===== src/rtl/rpir_pkg.sv =====
package rpir_pkg;
  localparam int LINE_W = 3;
  localparam int LINES  = 1 << LINE_W;

  typedef logic [LINES-1:0]  line_vec_t;
  typedef logic [LINE_W-1:0] line_id_t;
  typedef logic [LINE_W:0]   rank_t;

  // Lowest offset from base whose bit is set; LINES when none.
  function automatic rank_t rot_first(line_vec_t vec, line_id_t base);
    rank_t    r;
    line_id_t idx;
    r = rank_t'(LINES);
    for (int off = LINES - 1; off >= 0; off--) begin
      idx = line_id_t'(off) + base;
      if (vec[idx]) r = rank_t'(off);
    end
    return r;
  endfunction

  function automatic line_id_t rank_to_line(rank_t r, line_id_t base);
    return r[LINE_W-1:0] + base;
  endfunction

  function automatic line_vec_t line_bit(line_id_t id);
    return line_vec_t'(1) << id;
  endfunction
endpackage


===== src/rtl/irq_req_bank.sv =====
module irq_req_bank
  import rpir_pkg::*;
(
  input  logic      clk,
  input  logic      rst_n,
  input  line_vec_t req_in,
  input  line_vec_t trig_lvl,
  input  line_vec_t clr_vec,
  output line_vec_t irr
);
  line_vec_t last_q;
  line_vec_t irr_q;
  line_vec_t rise;

  always_ff @(posedge clk or negedge rst_n) begin
    if (!rst_n) last_q <= '0;
    else        last_q <= req_in;
  end

  for (genvar g = 0; g < LINES; g++) begin : g_line
    assign rise[g] = req_in[g] & ~last_q[g];

    always_ff @(posedge clk or negedge rst_n) begin
      if (!rst_n)           irr_q[g] <= 1'b0;
      else if (trig_lvl[g]) irr_q[g] <= req_in[g];
      else                  irr_q[g] <= rise[g] | (irr_q[g] & ~clr_vec[g]);
    end

    // an acknowledged edge line drops its request unless a new edge arrives
    p_edge_ack_clear_r8: assert property (@(posedge clk) disable iff (!rst_n)
      (clr_vec[g] && !trig_lvl[g] && !(req_in[g] && !last_q[g])) |=> !irr_q[g]);

    // a held-high edge input does not re-request
    p_edge_no_retrig_r5: assert property (@(posedge clk) disable iff (!rst_n)
      (!trig_lvl[g] && last_q[g] && req_in[g] && !irr_q[g]) |=> !irr_q[g]);
  end

  assign irr = irr_q;
endmodule


===== src/rtl/irq_prio_sel.sv =====
module irq_prio_sel
  import rpir_pkg::*;
#(
  parameter bit IS_MASTER = 1'b1,
  parameter int NEST_LINE = 2
) (
  input  line_vec_t irr,
  input  line_vec_t imr,
  input  line_vec_t isr,
  input  line_id_t  base,
  input  logic      nest_en,
  output logic      want,
  output line_id_t  win_line
);
  line_vec_t cand;
  line_vec_t isr_eff;
  rank_t     req_rank;
  rank_t     svc_rank;

  assign cand = irr & ~imr;

  if (IS_MASTER) begin : g_master
    always_comb begin
      isr_eff = isr;
      if (nest_en) isr_eff[NEST_LINE] = 1'b0;
    end
  end else begin : g_slave
    assign isr_eff = isr;
  end

  assign req_rank = rot_first(cand, base);
  assign svc_rank = rot_first(isr_eff, base);
  assign want     = req_rank < svc_rank;
  assign win_line = rank_to_line(req_rank, base);
endmodule


===== src/rtl/irq_resolver.sv =====
module irq_resolver
  import rpir_pkg::*;
#(
  parameter bit IS_MASTER = 1'b1,
  parameter int NEST_LINE = 2
) (
  input  logic              clk,
  input  logic              rst_n,
  input  logic [LINES-1:0]  req_in,
  input  logic              mask_ld,
  input  logic [LINES-1:0]  mask_d,
  input  logic              trig_ld,
  input  logic [LINES-1:0]  trig_d,
  input  logic              base_ld,
  input  logic [LINE_W-1:0] base_d,
  input  logic              isr_clr,
  input  logic [LINE_W-1:0] isr_clr_line,
  input  logic              auto_eoi,
  input  logic              rot_on_aeoi,
  input  logic              nest_en,
  input  logic              ack,
  output logic              irq_out,
  output logic              ack_hit,
  output logic [LINE_W-1:0] ack_line
);
  line_vec_t imr_q, trig_q, isr_q, irr;
  line_id_t  base_q;
  logic      irq_q, hit_q;
  line_id_t  line_q;

  // Named internal events
  logic      want;
  line_id_t  win_line;
  logic      ack_take;
  logic      rot_fire;
  line_vec_t ack_clr_vec;
  line_vec_t isr_set_mask;
  line_vec_t isr_clr_mask;

  assign ack_take     = ack & want;
  assign rot_fire     = ack_take & auto_eoi & rot_on_aeoi;
  assign ack_clr_vec  = ack_take ? line_bit(win_line) : '0;
  assign isr_set_mask = (ack_take && !auto_eoi) ? line_bit(win_line) : '0;
  assign isr_clr_mask = isr_clr ? line_bit(isr_clr_line) : '0;

  irq_req_bank u_req (
    .clk      (clk),
    .rst_n    (rst_n),
    .req_in   (req_in),
    .trig_lvl (trig_q),
    .clr_vec  (ack_clr_vec),
    .irr      (irr)
  );

  irq_prio_sel #(
    .IS_MASTER (IS_MASTER),
    .NEST_LINE (NEST_LINE)
  ) u_sel (
    .irr      (irr),
    .imr      (imr_q),
    .isr      (isr_q),
    .base     (base_q),
    .nest_en  (nest_en),
    .want     (want),
    .win_line (win_line)
  );

  always_ff @(posedge clk or negedge rst_n) begin
    if (!rst_n) begin
      imr_q  <= '0;
      trig_q <= '0;
      isr_q  <= '0;
      base_q <= '0;
      irq_q  <= 1'b0;
      hit_q  <= 1'b0;
      line_q <= '0;
    end else begin
      if (mask_ld) imr_q  <= mask_d;
      if (trig_ld) trig_q <= trig_d;
      isr_q <= (isr_q & ~isr_clr_mask) | isr_set_mask;
      if (base_ld)       base_q <= base_d;
      else if (rot_fire) base_q <= win_line + line_id_t'(1);
      irq_q <= want;
      if (ack) begin
        hit_q  <= want;
        line_q <= want ? win_line : line_id_t'(LINES - 1);
      end
    end
  end

  assign irq_out  = irq_q;
  assign ack_hit  = hit_q;
  assign ack_line = line_q;

  // no unmasked request means no interrupt next cycle
  p_irq_needs_req_r2: assert property (@(posedge clk) disable iff (!rst_n)
    !(|(irr & ~imr_q)) |=> !irq_out);

  // an acknowledge with no candidate reports no hit
  p_spurious_ack_r4: assert property (@(posedge clk) disable iff (!rst_n)
    (ack && !(|(irr & ~imr_q))) |=> (!ack_hit && ack_line == line_id_t'(LINES - 1)));

  // reported line becomes in service without auto end-of-interrupt
  p_ack_sets_isr_r6: assert property (@(posedge clk) disable iff (!rst_n)
    (ack && want && !auto_eoi) |=> isr_q[ack_line]);

  // auto end-of-interrupt leaves in-service bits alone
  p_aeoi_isr_hold_r7: assert property (@(posedge clk) disable iff (!rst_n)
    (ack && auto_eoi && !isr_clr) |=> (isr_q == $past(isr_q)));

  // rotation moves the base just past the reported line
  p_rotate_base_r7: assert property (@(posedge clk) disable iff (!rst_n)
    (ack && want && auto_eoi && rot_on_aeoi && !base_ld) |=> (base_q == ack_line + line_id_t'(1)));

  // a level line with its input still high keeps its request
  p_level_keep_r8: assert property (@(posedge clk) disable iff (!rst_n)
    (ack && want && trig_q[win_line] && req_in[win_line]) |=> irr[ack_line]);
endmodule


===== config.mk =====
export PLATFORM = sky130hd
export DESIGN_NAME = irq_resolver
export DESIGN_NICKNAME = d
export VERILOG_FILES = /design/src/rtl/rpir_pkg.sv /design/src/rtl/irq_req_bank.sv /design/src/rtl/irq_prio_sel.sv /design/src/rtl/irq_resolver.sv
export SDC_FILE = /design/constraint.sdc
export NUM_CORES = 1
export LEC_CHECK = 0
export ABC_AREA = 1
export BUFFER_PORTS_ARGS = -buffer_cell sky130_fd_sc_hd__buf_2
export CAP_MARGIN = 0
export CORE_AREA = 2 2 95 97
export DETAILED_ROUTE_END_ITERATION = 6
export DIE_AREA = 0 0 97 99
export MAX_ROUTING_LAYER = met4
export PLACE_DENSITY = 0.62
export SETUP_SLACK_MARGIN = 0.5
export SLEW_MARGIN = 25
export SYNTH_ARGS = -nofsm -noshare
export SYNTH_HDL_FRONTEND = slang
export SYNTH_HIERARCHICAL = 1
export SYNTH_SLANG_ARGS = --single-unit

===== constraint.sdc =====
create_clock -name clk -period 5.25 [get_ports clk]
set_input_delay 0.525 -clock clk [delete_from_list [all_inputs] [get_ports clk]]
set_output_delay 0.525 -clock clk [all_outputs]
set_load 0.01 [all_outputs]

### Word-level counts from Yosys, hierarchy flattened

Index checks and enable logic that the tools add are counted.

| storage, ports and cells | value |
|---|---|
| bits in registers | 48 |
| bits of input ports | 40 |
| word-level logic and storage cells | 150 |

| cells by class | value |
|---|---|
| shift operators | 2 |
| order comparisons | 9 |
| bitwise logic cells | 48 |
| add/sub/neg operators | 9 |
| reduce and logical (&&, ||, !) cells | 3 |
| muxes and demuxes | 63 |

Operators by type and width:

| cell | number |
|---|---|
| $mux 4 | 16 |
| $bmux 1 s3 | 16 |
| $lt 3x4->1 const B | 8 |
| $mux 1 | 25 |
| $mux 8 | 3 |
| $and 1x1->1 | 19 |
| $and 8x8->8 | 2 |
| $not 1->1 | 16 |
| $not 8->8 | 2 |
| $shl 1x3->8 const A | 2 |
| $add 3x3->3 const A | 4 |
| $mux 3 | 3 |
| $or 1x1->1 | 8 |
| $or 8x8->8 | 1 |
| $add 2x3->3 const A | 2 |
| $lt 4x4->1 | 1 |
| $add 1x3->3 const A | 1 |
| $add 3x1->3 const B | 1 |
| $add 3x3->3 | 1 |
| $reduce_bool 2->1 | 1 |
| $logic_and 1x1->1 | 1 |
| $logic_not 1->1 | 1 |

### Longest topological paths before layout

Gate-level depths: netlist (run 1).

| depth | value |
|---|---|
| depth in word-level cells | 19 |
| depth in mapped cells | 29 |
| gate-level depth less buffers | 26 |

### Modules after synthesis

The synthesis (run 1) kept the hierarchy.

Modules (own cells, without submodules):

| module | cells each | sequential area each (um^2) | times used | area an instance (um^2) |
|---|---|---|---|---|
| irq_resolver | 136 | 800.8 | 1 | 1455.1 |
| irq_prio_sel | 207 | 0.0 | 1 | 1123.6 |
| irq_req_bank | 64 | 400.4 | 1 | 590.6 |

### Worst setup path after synthesis (run 1)

No wires, ideal clock.

| timing | value |
|---|---|
| path type | register to register |
| from | register base_q[0] |
| to | register base_q[2] |
| data arrival time | 3.615 ns |
| cell stages (with the launch flop) | 28 |
| setup slack | 1.570 ns |
| setup time | 0.065 ns |
| cells stage by stage | dfrtp_1 buf_6 inv_6 buf_12 ha_1 buf_2 inv_2 nand3_1 nand2_1 nand2_1 o21ai_1 nand2_1 nand2_1 nand2_1 nand2_1 nand2_1 nand2_1 inv_1 ha_1 inv_1 fa_1 xnor2_1 xor2_1 inv_8 ha_1 o21ai_0 nand2_1 nand2_1 |

| on the way | value |
|---|---|
| elaborated cells between the ends (all ways) | 64 |
| classes of those cells | add/sub (9); order compare (1); mux (50); bitwise (3); reduce/logical (1) |

RTL lines:

| element | RTL line | text |
|---|---|---|
| start: declaration | irq_resolver.sv:27 | `line_id_t base_q;` |
| start signal: assignment | irq_resolver.sv:81 | `if (base_ld) base_q <= base_d;` |
| start signal: assignment | irq_resolver.sv:82 | `else if (rot_fire) base_q <= win_line + line_id_t'(1);` |
| $add 3x3->3 | rpir_pkg.sv:15 | `idx = line_id_t'(off) + base;` |
| $bmux 1 s3 | rpir_pkg.sv:16 | `if (vec[idx]) r = rank_t'(off);` |
| $mux 1 (not written as such) | rpir_pkg.sv:16 |  |
| $mux 4 (8 in series) | rpir_pkg.sv:16 |  |
| $add 3x3->3 * | rpir_pkg.sv:22 | `return r[LINE_W-1:0] + base;` |
| via win_line[2] | irq_resolver.sv:33 | `line_id_t win_line;` |
| $add 3x1->3 * | irq_resolver.sv:82 |  |
| $mux 3 * | irq_resolver.sv:82 |  |
| $mux 3 * | irq_resolver.sv:81 |  |

The timed path passes the listed nets; every way through them passes the cells marked *. The select of a mux whose other input is x is not followed.
A chain may end at the register's enable or synchronous reset.

### Final worst setup path (run 1)

Same ends and word-level chain as after synthesis.

==> out/results.ini, run 1 <==
[sta]
max_freq_mhz = 241
rsz0062_at_grt = no
fin_crit_sh = 0.790
finalSetupViolCount = 0
slew_headroom = 0.566
hold_viol = 0
worstMarginPinSlew_ns = 0.649
drv_slew = 0
tns_ns = 0
finClkSkew_ns = 0.00543
min_period_ns = 4.15

[min_path]
hp-class = in -> async

[worst_setup_path]
crit_type = reg -> reg
crit_slowest_cell = dfrtp_2
path_max_fanout = 20
slowest_delay_ns = 0.62
start_kind = flop
worstPathCellList = inv_6 > ha_1 > inv_2 > nand3_1 > nand2_1 > nand2_1 > o21ai_1 > nand2_1 > nand2_1 > nand2_1 > nand2_1 > nand2_1 > nand2_1 > inv_1 > ha_1 > inv_1 > fa_1 > xnor2_1 > xor2_1 > inv_8 > ha_1 > o21ai_0 > nand2_1 > nand2_1
crit_path_end_kind = flop
required_ns = 5.49
cp_common_cell = nand2_1
crit_arrival_ns = 4.39

[logic_synthesis]
synth_edf_count = 0
synthesis.instances = 407
syn_area_sq_mm = 0.00317
yosys.area.top_type_share = 0.379
synth_largest_area_cell = dfrtp_1
synth-main-ff-cell = dfrtp_1
ys_warn_count = 6
ys_async_sr_fraction = 1.00
yosys_register_bits = 48
synth_cell_type_count = 35
ys_top_cells_by_area = dfrtp_1 (38%), nand2_1 (14%), nand3_1 (11%)
synth-seq-area-share = 0.379
synth_fp_nets = 460
avgSynthCellArea_sq_um = 7.79

[cts]
clock-sinks = 48
cts_max_path_buffers = 2
cts-root-buf = clkbuf_8
h-tree-depth = 2
cts_tree = yes
cts_inserted_buffers = 5
postCtsSetupBuffers = 0
clk_pin_slew_ns = 0.08
cts_hold_buf = 0
clock_latency_ns = 0.30

[place]
gp_congestion = 0.901
dpl.hpwl_microns = 5830
numPortBuffers = 44

[routing]
dr.pass1.iters = 5
ant_nets = 0
wire_per_inst_microns = 12.9
vias_per_cell = 4.96
vias = 2778
drtIter0Drc = 192
drcViolationCount = 0
drt-total-wl_microns = 7240

[die]
core_sq_mm = 0.00855
rows = 34
floorplan.initialDensity = 0.371
ioPinCount = 45
die_x_microns = 97
die_h_microns = 99
dieArea_sq_mm = 0.00960

[layout]
nFillCells = 843
final_common_cell = nand2_1
layout.nets = 504
layout-drive-gt1-share = 0.221
synthToLayoutAreaGrowth_pct = 12.0
antenna_cells = 0
layout.cells.most_common_list = nand2_1 (120), nand3_1 (67), inv_1 (53)

[job]
drv_cap = 0

[global_route]
grt_pass1_vias = 2720
grt_max_degree = 49
overflow = 0
grt_pass1_wl_microns = 12500
grt_use_total = 0.163
grt_antenna_before_repair = 0

[status]
status = complete, no violations

timing repair:
| action | CTS | global route |
|---|---|---|
| hold endpoints to repair | 0 | 0 |
| gates resized for setup | 0 | 1 |
| endpoints found under the setup margin | 0 | 2 |
logic make-up after synthesis:
group / share of synthesized area
and+or+nand+nor: 0.319
AOI/OAI and AO/OA: 0.0644
buffers and inverters: 0.103
adders and majority gates: 0.0537
xor gates and xnor gates: 0.0245
DFF: 0.379
muxes: 0.0568
area by class of cell:
| type | count | area [sq um] | area share |
|---|---|---|---|
| tap | 108 | 135 | 0.0381 |
| multi-input combinational | 289 | 1640 | 0.462 |
| clock buffer | 8 | 90.1 | 0.0254 |
| inverter | 62 | 250 | 0.0705 |
| timing repair buffer | 45 | 230 | 0.0649 |
| sequential | 48 | 1200 | 0.339 |
per-stage QoR:
stage	instance area [sq um]	util	cells	hold slack (ns)	setup WS (ns)
final	3550	0.415	560	0.230	1.10
after global routing	3550	0.415	560	0.287	0.746
after CTS	3550	0.415	560	0.336	0.903
after detailed placement	3460	0.404	552	0.469	0.924
after global placement	3460	0.404	552	0.461	1.07
after floorplan	3170	-	407	0.229	1.57
flip-flops by register name, indices dropped and copies added, names as in the netlist:
name and count:
imr_q 8, isr_q 8, trig_q 8, u_req/irr 8, u_req/last_q 8, ack_line 3
base_q 3, ack_hit 1, irq_out 1
Yosys cell counts, types with 2 or more instances:
master and number:
nand2_1 120, nand3_1 67, inv_1 53, dfrtp_1 48, o21ai_0 17, mux2_2 16, nor2_1 13, ha_1 12
inv_2 6, nand2_2 6, nor3_1 5, nand3_2 4, a21oi_1 3, a31oi_1 3, and2_1 3, buf_2 3
buf_6 3, o21ai_2 3, a21oi_2 2, inv_6 2, nand2_4 2, o21ai_1 2, xnor2_2 2
critical path: cells and delay by family, from the launching register on:
| family | cells | cell delay [ns] |
|---|---|---|
| adders and majority gates | 4 | 1.29 |
| xor gates and xnor gates | 2 | 0.73 |
| and+or+nand+nor | 11 | 0.73 |
| DFF | 1 | 0.62 |
| buffers and inverters | 5 | 0.46 |
| AOI/OAI and AO/OA | 2 | 0.27 |
layer usage:
layer,track usage,vias up,share of wire
li1,-,1387,-
met1,0.202,1301,0.44
met2,0.282,77,0.50
met3,0.0191,13,0.038
met4,0.0498,0,0.019
met5,-,-,0
final timing paths:
kind,slack [ns],end,cells past startpoint,startpoint
hold reg to reg,0.49,ack_line[2]$_DFFE_PN0P_,1,ack_line[2]$_DFFE_PN0P_
max in group asynchronous,4.58,base_q[0]$_DFFE_PN0P_,1,rst_n
hold / removal,0.23,base_q[1]$_DFFE_PN0P_,1,rst_n
setup reg to reg,1.10,base_q[2]$_DFFE_PN0P_,24,base_q[0]$_DFFE_PN0P_
min in group clk,0.34,u_req/last_q[4]$_DFF_PN0_,1,req_in[4]
setup / recovery,1.10,base_q[2]$_DFFE_PN0P_,24,base_q[0]$_DFFE_PN0P_
Power of run 1 is left out: the tool's default activity adds up to more than one toggle a clock period on the data nets, which glitch-free logic cannot reach.
==> inputs of run 2 (changes only) <==
PLACE_DENSITY = 0.64   (was 0.62)
clock period = 3.6 ns   (was 5.25 ns; I/O delays follow)
==> out/results.ini, run 2 (synthesized netlist as in run 1, its figures left out) <==
[status]
status = complete, no violations

[die]
floorplan.initialDensity = 0.371
rows = 34
die_h_microns = 99
dieArea_sq_mm = 0.00960
core_sq_mm = 0.00855
ioPinCount = 45
die_x_microns = 97

[cts]
cts_inserted_buffers = 5
cts_tree = yes
h-tree-depth = 2
cts-root-buf = clkbuf_8
clock-sinks = 48
clk_pin_slew_ns = 0.09
cts_max_path_buffers = 2
clock_latency_ns = 0.30

[routing]
drtIter0Drc = 125
highest_layer = met4
met3_length_microns = 282
drt-total-wl_microns = 7850
met2WireLength_microns = 3940
drt-met1-wl_microns = 3480
vias_per_cell = 4.91
wire_per_inst_microns = 13.3
vias = 2905
ant_nets = 0
drcViolationCount = 0
dr.pass1.iters = 4

[global_route]
grt_use_total = 0.168
grt_pass1_wl_microns = 12900
grt_max_degree = 49
overflow = 0
grt_pass1_vias = 2824
grt_antenna_before_repair = 0

[sta]
rsz0062_at_grt = yes
finalSetupViolCount = 0
slew_headroom = 0.602
drv_slew = 0
finalWorstSetupSlack_ns = 0.249
min_period_ns = 3.35
tns_ns = 0
max_freq_mhz = 298
fin_crit_sh = 0.931
hold_viol = 0
worstMarginPinSlew_ns = 0.591
finClkSkew_ns = 0.00598

[layout]
layout.cells.most_common_list = nand2_1 (109), nand3_1 (52), inv_1 (46)
synthToLayoutAreaGrowth_pct = 32.5
nFillCells = 780
postLayoutCellArea_sq_mm = 0.00420
layout.nets = 536
antenna_cells = 0
final_common_cell = nand2_1
final_cells = 592
layout-drive-gt1-share = 0.395

[worst_setup_path]
slowest_delay_ns = 0.57
crit_start = base_q[0]$_DFFE_PN0P_
crit_arrival_ns = 3.55
path_max_fanout = 6
regToRegStartpoint = base_q[0]$_DFFE_PN0P_
start_kind = flop
required_ns = 3.80
crit_path_end_kind = flop
crit_type = reg -> reg
crit_slowest_cell = fa_2
cp_common_cell = nand2_1

[min_path]
hp-class = in -> async

[place]
place_inst = 557
numPortBuffers = 44
gp_congestion = 0.917
dpl.hpwl_microns = 5870
detailed_place.area_sq_mm = 0.00356
place_ws_ns = 0.124

[job]
drv_cap = 0

-- run 2: stage by stage --
stage | hold WS [ns] | util
2_1_floorplan | 0.0644 | -
3_3_place_gp | 0.463 | 0.416
3_5_place_dp | 0.403 | 0.416
4_1_cts | 0.0737 | 0.465
5_1_grt | 0.0993 | 0.491
6_report | 0.0581 | 0.491
-- run 2: routing by layer --
| layer | track usage | vias up |
|---|---|---|
| met3 | 0.0227 | 14 |
| li1 | - | 1457 |
| met4 | 0.0563 | 0 |
| met2 | 0.280 | 66 |
| met5 | - | - |
| met1 | 0.212 | 1368 |
-- run 2: area by class of cell --
type                            count  area (sq um)  area share
Clock buffer                        5          68.8      0.0164
Clock inverter                      3          46.3      0.0110
Inverter                           62           265      0.0632
Multi-Input combinational cell    289          1970       0.469
Sequential cell                    48          1200       0.287
Tap cell                          108           135      0.0322
Timing Repair Buffer               77           509       0.121
-- run 2: worst max-delay path: cells and delay by family, from the launching register on --
kind,cells,cell delay [ns]
AOI/OAI and AO/OA,1,0.06
adders and majority gates,4,1.27
buffers and inverters,8,0.59
DFF,1,0.41
and+or+nand+nor,12,0.90
-- run 2: final timing paths --
| check | endpoint | slack (ns) | cells past startpoint |
|---|---|---|---|
| worst max-delay path | u_req/irr[4]$_DFF_PN0_ | 0.25 | 25 |
| worst min-delay path | ack_line[0]$_DFFE_PN0P_ | 0.06 | 1 |
| worst max register to register | u_req/irr[4]$_DFF_PN0_ | 0.25 | 25 |
| worst min register to register | u_req/irr[4]$_DFF_PN0_ | 0.49 | 3 |
| max in group asynchronous | base_q[0]$_DFFE_PN0P_ | 3.11 | 1 |
| min in group clk | u_req/last_q[1]$_DFF_PN0_ | 0.17 | 1 |
-- run 2: repair_timing --
action	CTS	global route
gates resized for setup	32	45
setup endpoints to repair	22	23
hold buffers	0	0
buffers inserted	22	5
pin swaps	15	24
Power of run 2 is left out for the same reason.
